### src/rtl/lx_pkg.sv
// Shared types for the lane extract unit.
package lx_pkg;
    typedef enum logic [1:0] {
        EL_BYTE  = 2'd0,
        EL_DWORD = 2'd1,
        EL_QWORD = 2'd2,
        EL_RSVD  = 2'd3
    } elem_e;
endpackage

### src/rtl/lx_fault_check.sv
// Resolves the effective element size from the select, mode and width bit,
// and raises the invalid-opcode fault from the encoding fields.
// Assumes a vector-encoded form requires an all-ones specifier and a zero length.
module lx_fault_check
    import lx_pkg::*;
#(
    parameter int SPEC_W = 4,
    parameter int VLEN_W = 2
) (
    input  logic [1:0]        elem_sel,
    input  logic              mode64,
    input  logic              w_bit,
    input  logic              vec_enc,
    input  logic [VLEN_W-1:0] vlen,
    input  logic [SPEC_W-1:0] xreg_spec,
    output elem_e             eff_size,
    output logic              fault
);
    localparam logic [SPEC_W-1:0] SPEC_OK = '1;

    // Effective size: the width bit promotes a doubleword only in 64-bit mode.
    always_comb begin
        unique case (elem_sel)
            2'd0:    eff_size = EL_BYTE;
            2'd1:    eff_size = (mode64 && w_bit) ? EL_QWORD : EL_DWORD;
            2'd2:    eff_size = EL_QWORD;
            default: eff_size = EL_RSVD;
        endcase
    end

    // Fault: quadword outside 64-bit mode, reserved size, or bad vector fields.
    always_comb begin
        fault = 1'b0;
        if (eff_size == EL_RSVD)                      fault = 1'b1;
        if (eff_size == EL_QWORD && !mode64)          fault = 1'b1;
        if (vec_enc && (xreg_spec != SPEC_OK))        fault = 1'b1;
        if (vec_enc && (vlen != '0))                  fault = 1'b1;
    end
endmodule

### src/rtl/lx_lane_mux.sv
// Splits the vector into byte, doubleword and quadword lanes and picks one
// lane of the effective size from the low immediate bits.
// Assumes little-endian lane numbering and VEC_W a multiple of 64.
module lx_lane_mux
    import lx_pkg::*;
#(
    parameter int VEC_W = 128,
    parameter int OUT_W = 64,
    parameter int IMM_W = 8
) (
    input  logic [VEC_W-1:0] src_vec,
    input  logic [IMM_W-1:0] imm,
    input  elem_e            eff_size,
    output logic [OUT_W-1:0] elem
);
    localparam int NB = VEC_W / 8;
    localparam int ND = VEC_W / 32;
    localparam int NQ = VEC_W / 64;
    localparam int BIX = $clog2(NB);
    localparam int DIX = $clog2(ND);
    localparam int QIX = (NQ > 1) ? $clog2(NQ) : 1;

    logic [7:0]  b_lane [NB];
    logic [31:0] d_lane [ND];
    logic [63:0] q_lane [NQ];

    genvar gi;
    generate
        for (gi = 0; gi < NB; gi++) begin : g_b
            assign b_lane[gi] = src_vec[gi*8 +: 8];
        end
        for (gi = 0; gi < ND; gi++) begin : g_d
            assign d_lane[gi] = src_vec[gi*32 +: 32];
        end
        for (gi = 0; gi < NQ; gi++) begin : g_q
            assign q_lane[gi] = src_vec[gi*64 +: 64];
        end
    endgenerate

    logic [BIX-1:0] b_idx;
    logic [DIX-1:0] d_idx;
    logic [QIX-1:0] q_idx;
    assign b_idx = imm[BIX-1:0];
    assign d_idx = imm[DIX-1:0];
    assign q_idx = imm[QIX-1:0];

    // Lane pick: only the index bits for the size are used, the rest ignored.
    always_comb begin
        elem = '0;
        unique case (eff_size)
            EL_BYTE:  elem = OUT_W'(b_lane[b_idx]);
            EL_DWORD: elem = OUT_W'(d_lane[d_idx]);
            EL_QWORD: elem = OUT_W'(q_lane[q_idx]);
            default:  elem = '0;
        endcase
    end
endmodule

### src/rtl/lx_result_format.sv
// Formats the zero-extended element for the register or memory destination
// and suppresses both when the request faults.
// Assumes the element arrives already zero-extended in its low bits.
module lx_result_format
    import lx_pkg::*;
#(
    parameter int OUT_W = 64,
    parameter int CNT_W = 4
) (
    input  elem_e             eff_size,
    input  logic              fault,
    input  logic              dest_mem,
    input  logic              mode64,
    input  logic [OUT_W-1:0]  elem,
    output logic [OUT_W-1:0]  reg_val,
    output logic [OUT_W-1:0]  st_data,
    output logic [CNT_W-1:0]  st_bytes
);
    localparam logic [OUT_W-1:0] MASK32 = OUT_W'(32'hFFFF_FFFF);

    // Register path: zero fill to 64 bits, or to 32 bits outside 64-bit mode.
    always_comb begin
        reg_val = '0;
        if (!fault && !dest_mem)
            reg_val = mode64 ? elem : (elem & MASK32);
    end

    // Memory path: the element only, with a byte count by size.
    always_comb begin
        st_data  = '0;
        st_bytes = '0;
        if (!fault && dest_mem) begin
            st_data = elem;
            unique case (eff_size)
                EL_BYTE:  st_bytes = CNT_W'(1);
                EL_DWORD: st_bytes = CNT_W'(4);
                EL_QWORD: st_bytes = CNT_W'(8);
                default:  st_bytes = '0;
            endcase
        end
    end
endmodule

### src/rtl/lane_extract_unit.sv
// Top of the lane extract unit: combinational extract, check and format,
// followed by one register stage with a valid strobe.
// Assumes one request per cycle at most; outputs read zero when not valid.
module lane_extract_unit
    import lx_pkg::*;
#(
    parameter int VEC_W  = 128,
    parameter int OUT_W  = 64,
    parameter int IMM_W  = 8,
    parameter int SPEC_W = 4,
    parameter int VLEN_W = 2,
    parameter int CNT_W  = 4
) (
    input  logic              clk,
    input  logic              rst_n,
    input  logic              in_valid,
    input  logic [VEC_W-1:0]  src_vec,
    input  logic [IMM_W-1:0]  imm,
    input  logic [1:0]        elem_sel,
    input  logic              mode64,
    input  logic              dest_mem,
    input  logic              vec_enc,
    input  logic              w_bit,
    input  logic [VLEN_W-1:0] vlen,
    input  logic [SPEC_W-1:0] xreg_spec,
    output logic              out_valid,
    output logic [OUT_W-1:0]  reg_result,
    output logic [OUT_W-1:0]  store_data,
    output logic [CNT_W-1:0]  store_bytes,
    output logic              ud_flag
);
    elem_e            eff_size;
    logic             fault;
    logic [OUT_W-1:0] elem;
    logic [OUT_W-1:0] reg_val;
    logic [OUT_W-1:0] st_data;
    logic [CNT_W-1:0] st_bytes;

    lx_fault_check #(.SPEC_W(SPEC_W), .VLEN_W(VLEN_W)) u_fault (
        .elem_sel (elem_sel),
        .mode64   (mode64),
        .w_bit    (w_bit),
        .vec_enc  (vec_enc),
        .vlen     (vlen),
        .xreg_spec(xreg_spec),
        .eff_size (eff_size),
        .fault    (fault)
    );

    lx_lane_mux #(.VEC_W(VEC_W), .OUT_W(OUT_W), .IMM_W(IMM_W)) u_mux (
        .src_vec (src_vec),
        .imm     (imm),
        .eff_size(eff_size),
        .elem    (elem)
    );

    lx_result_format #(.OUT_W(OUT_W), .CNT_W(CNT_W)) u_fmt (
        .eff_size(eff_size),
        .fault   (fault),
        .dest_mem(dest_mem),
        .mode64  (mode64),
        .elem    (elem),
        .reg_val (reg_val),
        .st_data (st_data),
        .st_bytes(st_bytes)
    );

    // Output stage: capture a valid request, clear everything otherwise.
    always_ff @(posedge clk) begin
        if (!rst_n || !in_valid) begin
            out_valid   <= 1'b0;
            reg_result  <= '0;
            store_data  <= '0;
            store_bytes <= '0;
            ud_flag     <= 1'b0;
        end else begin
            out_valid   <= 1'b1;
            reg_result  <= reg_val;
            store_data  <= st_data;
            store_bytes <= st_bytes;
            ud_flag     <= fault;
        end
    end
endmodule

### config.mk
export PLATFORM = sky130hd
export DESIGN_NAME = lane_extract_unit
export DESIGN_NICKNAME = d
export VERILOG_FILES = /design/src/rtl/lx_pkg.sv /design/src/rtl/lx_fault_check.sv /design/src/rtl/lx_lane_mux.sv /design/src/rtl/lx_result_format.sv /design/src/rtl/lane_extract_unit.sv
export SDC_FILE = /design/constraint.sdc
export NUM_CORES = 1
export LEC_CHECK = 0
export ABC_CLOCK_PERIOD_IN_PS = 1900
export BUFFER_PORTS_ARGS = -buffer_cell sky130_fd_sc_hd__buf_2
export CAP_MARGIN = 10
export CORE_AREA = 3 3 133 135
export CTS_BUF_LIST = sky130_fd_sc_hd__clkbuf_8 sky130_fd_sc_hd__clkbuf_16
export DETAILED_ROUTE_END_ITERATION = 10
export DIE_AREA = 0 0 136 138
export PLACE_DENSITY = 0.79
export SLEW_MARGIN = 20
export SYNTH_ARGS = -nofsm -noshare
export SYNTH_HDL_FRONTEND = slang
export SYNTH_SLANG_ARGS = --single-unit
### constraint.sdc
create_clock -name clk -period 1.9 [get_ports clk]
set_input_delay 0.095 -clock clk [delete_from_list [all_inputs] [get_ports clk]]
set_output_delay 0.095 -clock clk [all_outputs]
set_load 0.05 [all_outputs]
==> out/summary.md <==
STA puts the critical path data required time at 2210 ps. Data arrives at the worst endpoint at 1760 ps. The fraction of layout instances using a drive strength above 1 came out at 0.444. The final critical delay including setup and external delays works out to 1460 ps.

Family with the most delay on the worst path: buffers and inverters. For the pin with the worst max-slew slack, the measured transition is 536 ps. The final count of pins violating max slew is 0, and the clock transition at the register clock pins on the worst setup and hold paths after CTS is 60 ps. On the worst path, the slowest cell contributes a delay of 530 ps. The first global-routing pass estimated 37.6 mm of wire. Buffers added to address setup during post-CTS repair amount to 0. The final core utilization came out at 0.538. After legalization and detailed placement, the total HPWL measured 19.9 mm.

For the weighted congestion reported at the end of routability-driven placement, the log shows 0.868. The net count after synthesis was 769. The largest net degree at the start of global routing came out at 65. Effective utilization at floorplan: 0.397.

The area of the mapped netlist is 6580 um2. The core area is 16600 um2, and the highest fanout seen on the critical path is 28. A synthesized cell averages 10.6 um2. Of all cell types, the one taking the most synthesized area is sky130_fd_sc_hd__dfxtp_1. The run gives 0 as the total of warnings raised by yosys. The per-cell via count in the routed design is 5.60, and the final-report hold violation count is 0. The overall die width is 136 um, and the number of gates on the worst path with buffers counted is 6.

The run finished with clean final reports. Capturing element of the worst setup path: reg_result[9]. The number of max-capacitance violations reported was 0; the portion of the post-synthesis area used by sequential elements was 0.405. For the leftover overflow at the end of global routing, the log shows 0.

The clock passes through at most 2 buffers. The number of gates resized after CTS was 0. Setup repair after global routing left no endpoint under its margin. In this run the worst setup path begins at imm[0]. The relative area change from synthesis to final layout was 35.7%; the net total in the final layout was 1047. The unique cell type count in the Yosys netlist came out at 46. The kind of capture point of the worst setup path was a register.

Across all layers, the routed design uses 6325 vias. STA classifies the critical path startpoint as an input port. After routing the design area is 8920 um2.

After detailed routing, the number of remaining DRC violations is 0. Setup slack on the critical path of the routed design comes to 444 ps. The post-synthesis async set-or-reset flop share is 0, and the total routed wirelength is 25.5 mm. The die area was 18800 um2. The critical path contains buffers and inverters numbering 3 combined.

The worst slew margin relative to its limit came out at 0.633. The count of clock tree sinks is 133. The total cell area at the placement stage is 8280 um2, and the setup slack after placement is 78.3 ps.

The critical path goes through buf_6 > buf_12 > mux4_2 > a2bb2oi_1 > buf_4 > nor2_1. The share of the synthesized area in the top cell type came out at 0.405. The run gives 0 ps as the total negative slack. The slowest stage cell on the critical path is sky130_fd_sc_hd__mux4_2. Counting flops and latches in the post-synthesis netlist gives 133.

Synthesis handed over a netlist of 618 instances. Clock tree synthesis selected as its root buffer the cell sky130_fd_sc_hd__clkbuf_16. The first detailed-routing pass ran for 5 iterations. The vertical die dimension works out to 138 um. The tools report the number of antenna violations at the first check in global routing as 4. The run gives 4 as the number of levels the H-tree was split into. Yosys attributes the largest share of cell area to sky130_fd_sc_hd__dfxtp_1 40%, sky130_fd_sc_hd__mux4_2 11%, sky130_fd_sc_hd__mux2i_1 11%. In the synthesized netlist the dominant register cell turns out to be sky130_fd_sc_hd__dfxtp_1. The number of failing setup endpoints in the final timing report was 0; the number of standard-cell rows in the floorplan was 47. The average wire per standard cell is 22.5 um, and the ratio of total power to cell area is 836 nW/um2.

The class of the tightest hold or removal check was in2reg. The final critical-path share of the clock period works out to 0.766. In this run, post-CTS hold repair placed 3 buffers.

The critical path start-end classification was in2reg. The run gives 6513 as the via count of the first global-routing pass. In this run, CTS created clock tree buffers numbering 17.

The global-route usage over all layers is 0.266. The number of DRC markers after the initial detailed-route iteration was 496; the worst voltage drop across the vdd grid was 0.607 mV. The run gives 0 as the count of antenna-violating nets left after detailed routing. Number of buffer cells added on primary ports: 279.

The number of I/O pins came out at 285. Yosys mapped a number of flops with a built-in enable equal to 0. For this design the static power due to leakage is 4.12 nW. TritonCTS built the clock tree. Static timing analysis puts the maximum clock frequency at 687 MHz.
-- kinds of logic (layout without fill, tap and decap cells) --
group                  count (synthesis)  count (layout)  synth area share
other                                  1               3          0.000570
AO/OA/AOI/OAI                        108             108             0.120
AND/OR/NAND/NOR                      182             182             0.141
flip-flops                           133             133             0.405
multiplexers                         125             125             0.275
buffers and inverters                 69             359            0.0590
-- registers in the layout, indices dropped and copies added (netlist names) --
signal and cells:
store_bytes 3, ud_flag 1, out_valid 1, reg_result 64, store_data 64
-- cell usage after synthesis, drive strengths merged (5+ instances only) --
| master | n |
|---|---|
| nand2 | 23 |
| mux2i | 74 |
| a2111oi | 8 |
| a2bb2oi | 23 |
| nand3 | 12 |
| nor3 | 67 |
| a21oi | 30 |
| nor2 | 37 |
| nor2b | 12 |
| clkbuf | 14 |
| mux2 | 10 |
| a31oi | 16 |
| dfxtp | 133 |
| a21boi | 5 |
| buf | 45 |
| inv | 10 |
| nand4 | 5 |
| nand2b | 15 |
| o22ai | 8 |
| mux4 | 41 |
-- metal layers --
metal	routed length (um)	up-vias	track usage
met3	2490	43	0.0770
met5	19	-	0
met2	13200	358	0.476
met1	9360	3031	0.306
met4	451	4	0.0748
li1	-	2889	-
-- how the worst min path moves through the flow --
stage	from	to	cells past startpoint
6_report	src_vec[18]	reg_result[18]	3
3_5_place_dp	in_valid	out_valid	2
4_1_cts	src_vec[21]	store_data[21]	3
2_1_floorplan	in_valid	out_valid	1
5_1_grt	src_vec[21]	store_data[21]	3
3_3_place_gp	in_valid	out_valid	2
-- layout make-up --
class                           instances  area (um2)
Antenna cell                            2        5.00
Sequential cell                       133        2660
Clock inverter                         13         171
Timing Repair Buffer                  318        1800
Inverter                               10        37.5
Clock buffer                           18         439
Fill cell                            1519        7660
Multi-Input combinational cell        416        3530
Tap cell                              220         275
-- metrics by stage --
stage	hold WS (ps)	cells	power (mW)
after global routing	4.71	1130	7.71
after CTS	8.48	1128	7.49
final	22.7	1130	7.46
after detailed placement	416	1094	4.09
after floorplan	275	618	3.62
after global placement	397	1094	4.07
-- placed cells by master (no fill, tap or decap), types with 3 or more instances in the layout --
| master | Yosys | routed |
|---|---|---|
| sky130_fd_sc_hd__buf_2 | 15 | 278 |
| sky130_fd_sc_hd__dfxtp_1 | 133 | 133 |
| sky130_fd_sc_hd__mux2i_1 | 74 | 74 |
| sky130_fd_sc_hd__nor3_1 | 67 | 67 |
| sky130_fd_sc_hd__nor2_1 | 37 | 36 |
| sky130_fd_sc_hd__mux4_2 | 33 | 33 |
| sky130_fd_sc_hd__a21oi_1 | 30 | 30 |
| sky130_fd_sc_hd__buf_4 | 15 | 28 |
| sky130_fd_sc_hd__nand2_1 | 23 | 23 |
| sky130_fd_sc_hd__a2bb2oi_1 | 23 | 23 |
| sky130_fd_sc_hd__clkbuf_16 | 0 | 17 |
| sky130_fd_sc_hd__a31oi_1 | 16 | 16 |
| sky130_fd_sc_hd__nand2b_1 | 14 | 14 |
| sky130_fd_sc_hd__nor2b_1 | 12 | 12 |
| sky130_fd_sc_hd__nand3_1 | 12 | 12 |
| sky130_fd_sc_hd__inv_1 | 10 | 10 |
| sky130_fd_sc_hd__mux2_2 | 10 | 10 |
| sky130_fd_sc_hd__o22ai_1 | 8 | 8 |
| sky130_fd_sc_hd__mux4_1 | 8 | 8 |
| sky130_fd_sc_hd__buf_12 | 1 | 8 |
| sky130_fd_sc_hd__a2111oi_2 | 6 | 6 |
| sky130_fd_sc_hd__nand4_1 | 5 | 5 |
| sky130_fd_sc_hd__a21boi_0 | 5 | 5 |
| sky130_fd_sc_hd__inv_6 | 0 | 4 |
| sky130_fd_sc_hd__a22oi_1 | 3 | 3 |
| sky130_fd_sc_hd__a32oi_1 | 3 | 3 |
| sky130_fd_sc_hd__o2111ai_1 | 3 | 3 |
| sky130_fd_sc_hd__bufinv_16 | 0 | 3 |
| sky130_fd_sc_hd__clkinv_4 | 0 | 3 |
| sky130_fd_sc_hd__dlygate4sd3_1 | 0 | 3 |
-- power breakdown --
group / total [mW] / internal (mW) / leakage [nW] / switching, mW
clock network: 3.41 / 2.11 / 0.294 / 1.31
logic: 1.23 / 0.535 / 2.76 / 0.698
registers: 2.82 / 2.81 / 1.07 / 0.00524
total: 7.46 / 5.45 / 4.12 / 2.01
(Power assumes the default switching activity.)
